## src/rtl/rtcrf_pkg.sv

```systemverilog
package rtcrf_pkg;
  localparam int FIELD_W    = 8;
  localparam int NUM_FIELDS = 6;
  localparam int SLOTS      = 8;
  localparam int CAL_W      = NUM_FIELDS * FIELD_W;

  localparam logic [2:0] BANK_TIME = 3'd0;
  localparam logic [2:0] BANK_ALM  = 3'd1;
  localparam logic [2:0] BANK_CFG  = 3'd2;

  localparam logic [2:0] SLOT_CTRL = 3'd0;
  localparam logic [2:0] SLOT_STAT = 3'd1;
  localparam logic [2:0] SLOT_IEN  = 3'd2;

  localparam int CTRL_RUN = 0;
  localparam int IEN_TMR  = 2;
  localparam int IEN_ALM  = 3;

  localparam logic [7:0] CTRL_KEEP = 8'h0D;
  localparam logic [7:0] IEN_KEEP  = 8'h0C;

  // sticky flag vector index (status bit minus 2)
  localparam int FL_SEC  = 0;
  localparam int FL_ALM  = 4;
  localparam int FL_PWR  = 5;
  localparam int FLAGS_W = 6;

  typedef logic [FIELD_W-1:0] rbyte_t;
endpackage

```

## src/rtl/rtcrf_sec_timer.sv

```systemverilog
module rtcrf_sec_timer #(
  parameter int TICKS_PER_SEC = 32768
) (
  input  logic clk,
  input  logic rst_n,
  input  logic ref_tick,
  input  logic run,
  output logic busy,
  output logic upd
);
  localparam int CW = $clog2(TICKS_PER_SEC);
  localparam logic [CW-1:0] LAST = CW'(TICKS_PER_SEC - 1);
  localparam logic [CW-1:0] WARN = CW'(TICKS_PER_SEC - 2);

  logic [CW-1:0] cnt_q, cnt_d;
  logic          busy_d, upd_d;

  always_comb begin
    cnt_d = cnt_q;
    if (!run) begin
      cnt_d = '0;
    end else if (ref_tick) begin
      cnt_d = (cnt_q == LAST) ? '0 : cnt_q + CW'(1);
    end
    upd_d  = run & ref_tick & (cnt_q == LAST);
    busy_d = run & ((ref_tick & (cnt_q == WARN)) | (busy & ~upd));
  end

  always_ff @(posedge clk or negedge rst_n) begin
    if (!rst_n) begin
      cnt_q <= '0;
      busy  <= 1'b0;
      upd   <= 1'b0;
    end else begin
      cnt_q <= cnt_d;
      busy  <= busy_d;
      upd   <= upd_d;
    end
  end
endmodule

```

## src/rtl/rtcrf_field_bank.sv

```systemverilog
module rtcrf_field_bank
  import rtcrf_pkg::*;
#(
  parameter logic [2:0] BANK_ID = 3'd0
) (
  input  logic             clk,
  input  logic             rst_n,
  input  logic             wr_en,
  input  logic [5:0]       wr_idx,
  input  rbyte_t           wdata,
  input  logic             wr_block,
  input  logic             load,
  input  logic [CAL_W-1:0] load_val,
  output logic [CAL_W-1:0] fields
);
  for (genvar g = 0; g < NUM_FIELDS; g++) begin : g_field
    rbyte_t q, d;
    logic   hit;

    always_comb begin
      hit = wr_en & ~wr_block & (wr_idx == {BANK_ID, 3'(g)});
      if (load) begin
        d = load_val[g*FIELD_W +: FIELD_W];
      end else if (hit) begin
        d = wdata;
      end else begin
        d = q;
      end
    end

    always_ff @(posedge clk or negedge rst_n) begin
      if (!rst_n) q <= '0;
      else        q <= d;
    end

    assign fields[g*FIELD_W +: FIELD_W] = q;
  end
endmodule

```

## src/rtl/rtcrf_status.sv

```systemverilog
module rtcrf_status
  import rtcrf_pkg::*;
(
  input  logic               clk,
  input  logic               rst_n,
  input  logic [FLAGS_W-1:0] set_flags,
  input  logic [FLAGS_W-1:0] clr_flags,
  output logic [FLAGS_W-1:0] flags
);
  logic [FLAGS_W-1:0] flags_d;

  always_comb begin
    flags_d = (flags & ~clr_flags) | set_flags;
  end

  always_ff @(posedge clk or negedge rst_n) begin
    if (!rst_n) begin
      flags         <= '0;
      flags[FL_PWR] <= 1'b1;
    end else begin
      flags <= flags_d;
    end
  end
endmodule

```

## src/rtl/rtc_regbank.sv

```systemverilog
module rtc_regbank
  import rtcrf_pkg::*;
#(
  parameter int TICKS_PER_SEC = 32768
) (
  input  logic             clk,
  input  logic             rst_n,
  input  logic             ref_tick,
  input  logic [7:0]       bus_addr,
  input  logic             bus_wr,
  input  logic [7:0]       bus_wdata,
  output logic [7:0]       bus_rdata,
  output logic [CAL_W-1:0] cal_now,
  input  logic [CAL_W-1:0] cal_next,
  input  logic [2:0]       cal_roll,
  output logic             irq_timer,
  output logic             irq_alarm
);
  logic [5:0]         idx;
  logic               addr_ok, wr_ok;
  logic               sec_busy, sec_upd;
  logic [CAL_W-1:0]   alm_fields;
  rbyte_t             time_arr [SLOTS];
  rbyte_t             alm_arr  [SLOTS];
  rbyte_t             ctrl_q, ctrl_d, ien_q, ien_d;
  logic [FLAGS_W-1:0] stat_flags, flag_set, flag_clr;
  logic               alarm_hit, irq_t_d;
  rbyte_t             stat_byte, rd_byte;

  assign idx     = bus_addr[7:2];
  assign addr_ok = (bus_addr[1:0] == 2'b00);
  assign wr_ok   = bus_wr & addr_ok;

  rtcrf_sec_timer #(.TICKS_PER_SEC(TICKS_PER_SEC)) u_sec (
    .clk      (clk),
    .rst_n    (rst_n),
    .ref_tick (ref_tick),
    .run      (ctrl_q[CTRL_RUN]),
    .busy     (sec_busy),
    .upd      (sec_upd)
  );

  rtcrf_field_bank #(.BANK_ID(BANK_TIME)) u_time (
    .clk      (clk),
    .rst_n    (rst_n),
    .wr_en    (wr_ok),
    .wr_idx   (idx),
    .wdata    (bus_wdata),
    .wr_block (sec_busy),
    .load     (sec_upd),
    .load_val (cal_next),
    .fields   (cal_now)
  );

  rtcrf_field_bank #(.BANK_ID(BANK_ALM)) u_alarm (
    .clk      (clk),
    .rst_n    (rst_n),
    .wr_en    (wr_ok),
    .wr_idx   (idx),
    .wdata    (bus_wdata),
    .wr_block (1'b0),
    .load     (1'b0),
    .load_val ('0),
    .fields   (alm_fields)
  );

  for (genvar s = 0; s < SLOTS; s++) begin : g_slot
    if (s < NUM_FIELDS) begin : g_used
      assign time_arr[s] = cal_now[s*FIELD_W +: FIELD_W];
      assign alm_arr[s]  = alm_fields[s*FIELD_W +: FIELD_W];
    end else begin : g_pad
      assign time_arr[s] = '0;
      assign alm_arr[s]  = '0;
    end
  end

  // alarm comparison against the value about to be loaded
  assign alarm_hit = (cal_next == alm_fields);

  always_comb begin
    flag_set = '0;
    if (sec_upd) begin
      flag_set = {1'b0, alarm_hit, cal_roll, 1'b1};
    end
    flag_clr = '0;
    if (wr_ok && idx == {BANK_CFG, SLOT_STAT}) begin
      flag_clr = bus_wdata[7:2];
    end
  end

  rtcrf_status u_status (
    .clk       (clk),
    .rst_n     (rst_n),
    .set_flags (flag_set),
    .clr_flags (flag_clr),
    .flags     (stat_flags)
  );

  always_comb begin
    ctrl_d = ctrl_q;
    if (wr_ok && idx == {BANK_CFG, SLOT_CTRL}) ctrl_d = bus_wdata & CTRL_KEEP;
    ien_d = ien_q;
    if (wr_ok && idx == {BANK_CFG, SLOT_IEN}) ien_d = bus_wdata & IEN_KEEP;
    irq_t_d = sec_upd & ien_q[IEN_TMR];
  end

  always_ff @(posedge clk or negedge rst_n) begin
    if (!rst_n) begin
      ctrl_q    <= '0;
      ien_q     <= '0;
      irq_timer <= 1'b0;
    end else begin
      ctrl_q    <= ctrl_d;
      ien_q     <= ien_d;
      irq_timer <= irq_t_d;
    end
  end

  assign irq_alarm = stat_flags[FL_ALM] & ien_q[IEN_ALM];
  assign stat_byte = {stat_flags, ctrl_q[CTRL_RUN], sec_busy};

  always_comb begin
    rd_byte = '0;
    if (addr_ok) begin
      case (idx[5:3])
        BANK_TIME: rd_byte = time_arr[idx[2:0]];
        BANK_ALM:  rd_byte = alm_arr[idx[2:0]];
        BANK_CFG: begin
          case (idx[2:0])
            SLOT_CTRL: rd_byte = ctrl_q;
            SLOT_STAT: rd_byte = stat_byte;
            SLOT_IEN:  rd_byte = ien_q;
            default:   rd_byte = '0;
          endcase
        end
        default: rd_byte = '0;
      endcase
    end
  end

  assign bus_rdata = rd_byte;
endmodule

```

## config.mk

```make
export PLATFORM = sky130hd
export DESIGN_NAME = rtc_regbank
export DESIGN_NICKNAME = d
export VERILOG_FILES = /design/src/rtl/rtcrf_pkg.sv /design/src/rtl/rtcrf_sec_timer.sv /design/src/rtl/rtcrf_field_bank.sv /design/src/rtl/rtcrf_status.sv /design/src/rtl/rtc_regbank.sv
export SDC_FILE = /design/constraint.sdc
export NUM_CORES = 1
export LEC_CHECK = 0
export BUFFER_PORTS_ARGS = -buffer_cell sky130_fd_sc_hd__clkbuf_2
export CELL_PAD_IN_SITES_DETAIL_PLACEMENT = 2
export CELL_PAD_IN_SITES_GLOBAL_PLACEMENT = 2
export CORE_MARGIN = 1.5
export CORE_UTILIZATION = 36
export DETAILED_ROUTE_END_ITERATION = 6
export PLACE_DENSITY_LB_ADDON = 0.08
export SKIP_CTS_REPAIR_TIMING = 1
export SLEW_MARGIN = 20
export SYNTH_ARGS = -nofsm -noshare
export SYNTH_HDL_FRONTEND = slang
export SYNTH_SLANG_ARGS = --single-unit
```

## constraint.sdc

```tcl
create_clock -name clk -period 1.95 [get_ports clk]
set_clock_uncertainty 0.05 [all_clocks]
set_input_delay 0 -clock clk [delete_from_list [all_inputs] [get_ports clk]]
set_output_delay 0 -clock clk [all_outputs]
set_load 0.05 [all_outputs]
```

[Yosys cells after proc, flatten, opt, wreduce, memory -nomap -nowiden]
Cells that the tools add are included.
Storage, ports and cells
  latch bits: 0
  flip-flop bits (word level): 125
  memories: 0
  word-level logic and storage cells: 110
  memory bits (read-only): 0
  output and inout bits: 58
  memory bits (writable): 0
Cells by class
  reduce and logical (&&, ||, !) cells: 13
  bitwise logic cells: 28
  shifts and indexed selects: 0
  multipliers: 0
  div/mod/pow operators: 0
  add/subtract/negate cells: 1
  eq/ne operators: 22
  order comparisons: 1
  multiplexer cells: 26
Operator list (number)
  8-bit two-way mux: 17
  8-bit binary-select mux with 3-bit select: 2
  48-bit == test: 1
  8-bit case mux with 3 select lines: 2
  15-bit two-way mux: 3
  6-bit by 4-bit == test with 1-bit output, second input constant: 6
  15-bit == test, second input constant: 2
  1-bit bitwise AND: 21
  6-bit by 5-bit == test with 1-bit output, second input constant: 3
  15-bit by 1-bit adder with 15-bit output, second input constant: 1
  6-bit by 2-bit == test with 1-bit output, second input constant: 2
  6-bit by 3-bit == test with 1-bit output, second input constant: 2
  2-bit nonzero test: 6
  6-bit bitwise AND: 1
  3-bit by 1-bit == test with 1-bit output, second input constant: 2
  3-bit by 2-bit == test with 1-bit output, second input constant: 2
  6-bit by 1-bit == test with 1-bit output, second input constant: 1
  3-bit logical NOT: 2
  6-bit logical NOT: 1
  6-bit two-way mux: 1
  6-bit inverter: 1
  6-bit by 5-bit bitwise OR with 6-bit output: 1
  5-bit two-way mux: 1
  4-bit >= comparator, second input constant: 1
  other kinds (6): 9

[Logic depth before layout (Yosys ltp)]
  depth after elaboration: 7
  depth in mapped cells: 8

[By module]
Synthesis repeated with hierarchy kept, for this count alone.
Second synthesis, totals
  cells, all modules: 902
  area, all modules: 8224.1 sq um
Modules (own cells, without submodules)
  rtcrf_field_bank at u_alarm: times used 1, area an instance 2575.0 sq um, cells each 283, sequential area each 1201.2 sq um
  rtcrf_field_bank at u_time: times used 1, area an instance 2514.9 sq um, cells each 272, sequential area each 1201.2 sq um
  rtc_regbank: times used 1, area an instance 1878.1 sq um, cells each 221, sequential area each 150.1 sq um
  rtcrf_sec_timer: times used 1, area an instance 1037.2 sq um, cells each 108, sequential area each 425.4 sq um
  rtcrf_status: times used 1, area an instance 219.0 sq um, cells each 18, sequential area each 151.4 sq um

[Worst setup path before layout]
OpenSTA, ideal clock, no wires.
  path kind: register to output
  start point: register u_time.g_field[5].q[0]
  end point: output port bus_rdata[0]
  required time: 1900 ps
  slack: -181 ps
  arrival: 2081 ps
  cell stages (with the launch flop): 6
  path buffers: 0
  cells stage by stage: dfrtp_1 > mux2i_1 > nor3_1 > a31oi_1 > or3_1 > a31oi_1
On the way
  cells in the longest elaborated chain, start to end: 5
RTL lines
  start: declaration: RTL line rtcrf_field_bank.sv:17  | rbyte_t q, d;
  start signal: assignment: RTL line rtcrf_field_bank.sv:32  | if (!rst_n) q <= '0;
  start signal: assignment: RTL line rtcrf_field_bank.sv:33  | else q <= d;
  8-bit binary-select mux with 3-bit select: RTL line rtc_regbank.sv:126  | BANK_TIME: rd_byte = time_arr[idx[2:0]];
  8-bit two-way mux (implied by the code) (2 in series): RTL line rtc_regbank.sv:126
  8-bit case mux with 3 select lines: RTL line rtc_regbank.sv:125  | case (idx[5:3])
  8-bit two-way mux: RTL line rtc_regbank.sv:124  | if (addr_ok) begin
  end: declaration: RTL line rtc_regbank.sv:12  | output logic [7:0] bus_rdata,
Every way passes these cells. The select of a mux whose other input is x is not followed.

[Final worst setup path]
  start point: register u_time.g_field[0].q[6]
  end point: output port bus_rdata[6]
On the way
  cells in the longest elaborated chain, start to end: 5
RTL lines (RTL line)
  start: declaration: rtcrf_field_bank.sv:17
  start signal: assignment: rtcrf_field_bank.sv:32
  start signal: assignment: rtcrf_field_bank.sv:33
  8-bit binary-select mux with 3-bit select: rtc_regbank.sv:126
  8-bit two-way mux (implied by the code) (2 in series): rtc_regbank.sv:126
  8-bit case mux with 3 select lines: rtc_regbank.sv:125
  8-bit two-way mux: rtc_regbank.sv:124
Every way passes these cells. The select of a mux whose other input is x is not followed.

==> metrics.log <==
[metrics] run status: finished with violations
[metrics] violated checks: negative setup slack
[metrics] crit share post-route: 112.6%
[metrics] Synth area leaders: sky130_fd_sc_hd__dfrtp_1, sky130_fd_sc_hd__mux2_2, sky130_fd_sc_hd__mux2i_1
[metrics] clock buffer count from CTS: 17
[metrics] Synth Flop Type: sky130_fd_sc_hd__dfrtp_1
[metrics] Tmin final: 2.195 ns
[metrics] Iteration-0 DRC Markers: about 360
[metrics] crit path from: u_time.g_field[0].q[6]
[metrics] multi-input logic area: 0.003702 mm²
[metrics] area inside the core boundary: approximately 0.019 mm²
[metrics] clock insertion delay at the later pin of the skew report: between 0.4 and 0.5 ns
[metrics] setup repair after global routing missed its margin: yes
[metrics] wire length of the first global-routing pass: between 40000 and 50000 µm
[metrics] DRC viols: 0
[metrics] highest net fanout along the worst path: 3
[metrics] Num Clock Sinks: 125
[metrics] endpoint arrival time on the critical path: 2.15 ns
[metrics] simple-gate portion of the synthesized area: about an eighth
[metrics] PD cells: ~800 mW/mm²
[metrics] crit path kind: reg -> out
[metrics] post-layout util: 51.66%
[metrics] filler cell count: about 1.9k
[metrics] iteration count of the initial detailed-routing pass: 5
[metrics] upper clock frequency limit: between 400 and 500 MHz
[metrics] number of global-route vias before repair: between 6k and 7k
[metrics] Detail Route Antenna Nets: 0
[metrics] via/cell ratio: between 5 and 6
[metrics] mean area per synthesized cell: between 10 and 15 µm²
[metrics] post-synthesis adder-cell area fraction: 0.3576%
[metrics] via count of the routed design: approximately 6.4k
[metrics] synthesized netlist net count: 723
[metrics] commonest cells after routing, fill and taps aside: sky130_fd_sc_hd__clkbuf_2, sky130_fd_sc_hd__dfrtp_1, sky130_fd_sc_hd__nand2_1, sky130_fd_sc_hd__mux2i_1, sky130_fd_sc_hd__mux2_2
[metrics] class of the most critical hold timing path: in -> reg
[metrics] Async S/R FF share, synth: between 90% and 100%
[metrics] routed length per placed instance: 26.99 µm
[metrics] count of synthesis-stage warnings from yosys: 0
[metrics] initial antenna violation count: 1
[metrics] GRT Resource Usage Total: approximately 30%
[metrics] buffer cell driving the clock tree root: sky130_fd_sc_hd__clkbuf_16
[metrics] maximum buffer depth of the clock tree: 2
[metrics] Slew headroom: between 50% and 60%
[metrics] antenna diode count: 0
[metrics] final design area excluding fillers: ~0.0098 mm²
[metrics] worst-case setup slack after placement: -0.1016 ns
[metrics] post-synthesis compound-gate area fraction: just over 10%
[metrics] setup ws final: -0.2451 ns
[metrics] max-cap viol count: 0
[metrics] cell type with the largest total area after synthesis: sky130_fd_sc_hd__dfrtp_1
[metrics] worst vdd ir: about 660 µV
[metrics] largest net degree at the start of global routing: between 100 and 150
[metrics] fraction of layout cells with a size suffix above 1: a little over a third
[metrics] Overflow after GRT: 0
[metrics] WHS: roughly 0.035 ns
[metrics] area after detailed placement: between 0.008 and 0.009 mm²
[metrics] area overhead of the layout relative to synthesis: 39.46%
[metrics] count of nets after finishing: 946
[metrics] cell count after placement: 1041
[metrics] Initial Utilization: between 30% and 40%
[metrics] flip-flop and latch count after synthesis: about 130
[metrics] leakage power: about 0.0048 µW
[metrics] total wire length: ~31000 µm
[metrics] critical path startpoint category: flop
[metrics] clk slew on worst S/H paths: 0.06 ns
[metrics] share of cell area taken by muxes after synthesis: 23.37%
[metrics] Boundary Pins: 129
[metrics] Placement Rows: 50
[metrics] EDFF count, synth: 0
[metrics] sequential area share after synthesis: approximately 45%
[metrics] Final Hold Violating Endpoints: 0
[metrics] most common cell after layout, fill and taps aside: sky130_fd_sc_hd__clkbuf_2
[metrics] post-synth cell types: 53
[metrics] worst reg2reg startpoint: u_alarm.g_field[1].q[6]
[metrics] top cell type's share of synthesized area: about 44%
[metrics] setup slack of the most critical reg-to-reg path: approximately 0.050 ns
[metrics] Post-Synthesis Cells: 650
[metrics] GPL Wtd Cong: roughly 0.94
[metrics] Final Slew Violations: 0
[metrics] mapped cell area: approximately 0.007 mm²
[metrics] count of buffers inserted at the top-level ports: ~130
[metrics] required time worst endpoint: approximately 1.9 ns
[metrics] hold path startpoint: bus_wdata[7]
[metrics] H-tree lvl count: 4
[metrics] x dimension of the die: ~140 µm
[metrics] fraction of synthesized cell area in xor and xnor cells: under 10%
[metrics] number of setup violations in the final report: 7
[metrics] detailed placer's ending HPWL: around 21000 µm
[metrics] number of cells in the finished layout apart from fillers: 1146
[metrics] Register Area: 0.003138 mm²
[metrics] CTS tree: yes
[metrics] actual slew at the worst max-slew pin: around 0.67 ns
[metrics] Critical Path End Type: output port
[metrics] Die Footprint: about 0.020 mm²
[metrics] main combinational cell family by area after synthesis: multiplexers
[metrics] Die Y: 142.4 µm
-- stage by stage --
| step | total power [µW] | setup TNS [ns] |
|---|---|---|
| 4_1_cts | 7695 | -1.334 |
| 2_1_floorplan | 3312 | 0 |
| 6_report | 7770 | -0.8774 |
| 3_3_place_gp | 3735 | -0.01896 |
| 3_5_place_dp | 3770 | -0.1158 |
| 5_1_grt | 7976 | -1.197 |
-- worst paths after layout --
kind,to,depth (start not counted)
min in group asynchronous,u_time.g_field[3].q[4],2
max,bus_rdata[6],4
max reg2reg,u_status.flags[4],5
min reg2reg,u_sec.cnt_q[3],1
min,u_status.flags[5],2
max in group asynchronous,u_status.flags[5],3
-- Yosys cell counts, types with 8 or more instances --
library cell and count:
sky130_fd_sc_hd__nor2_1 10, sky130_fd_sc_hd__o22ai_1 11, sky130_fd_sc_hd__nand3_1 10, sky130_fd_sc_hd__xnor2_1 18, sky130_fd_sc_hd__o21ai_1 10, sky130_fd_sc_hd__o21ai_0 47
sky130_fd_sc_hd__nand2b_1 8, sky130_fd_sc_hd__a21oi_1 8, sky130_fd_sc_hd__mux2_2 57, sky130_fd_sc_hd__nor3_1 10, sky130_fd_sc_hd__mux4_2 16, sky130_fd_sc_hd__nor4_1 10
sky130_fd_sc_hd__clkbuf_1 26, sky130_fd_sc_hd__inv_1 21, sky130_fd_sc_hd__nand2_1 85, sky130_fd_sc_hd__xor2_1 25, sky130_fd_sc_hd__dfrtp_1 124, sky130_fd_sc_hd__mux2i_1 61
-- layer usage --
metal / global-route usage, % / up-vias / part of all wire (%)
met5: 0 / - / 0.039
met2: 50.19 / 225 / 51
met4: 13.94 / 2 / 4.2
li1: - / 2791 / -
met1: 36.83 / 3337 / 40
met3: 6.696 / 71 / 4.9
-- where the power goes --
part	internal (µW)	leakage, µW	total (µW)	switching [µW]
logic	407	0.00277	1060	656
clock network	2610	0.000348	3900	1290
registers	2700	0.00171	2810	111
-- worst max-delay path, stage by stage (launching register included) --
cell and delay [ns]:
sky130_fd_sc_hd__dfrtp_1 0.42, sky130_fd_sc_hd__mux4_2 0.53, sky130_fd_sc_hd__a222oi_1 0.38, sky130_fd_sc_hd__a21oi_1 0.16, sky130_fd_sc_hd__buf_4 0.22
-- sequential cells by signal (all words and copies together) (netlist names) --
signal,cells
ctrl_q,3
u_sec.upd,1
u_status.flags,6
irq_timer,1
u_sec.busy,1
u_sec.cnt_q,15
ien_q,2
u_time.g_field.q,48
u_alarm.g_field.q,48
-- final cells by class --
class	count	area share, %
Tap cell	260	3.333
Clock inverter	13	2.654
Multi-Input combinational cell	468	37.94
Clock buffer	19	4.641
Timing Repair Buffer	240	18.47
Inverter	21	0.8077
Sequential cell	125	32.15
-- kinds of logic after synthesis --
| family | Yosys count |
|---|---|
| xor+xnor | 43 |
| simple gates | 172 |
| mux | 136 |
| flops | 125 |
| buf+inv | 57 |
| compound gates | 115 |
| fa+ha+maj | 2 |
Note: power is estimated with default switching activity, not from simulation.
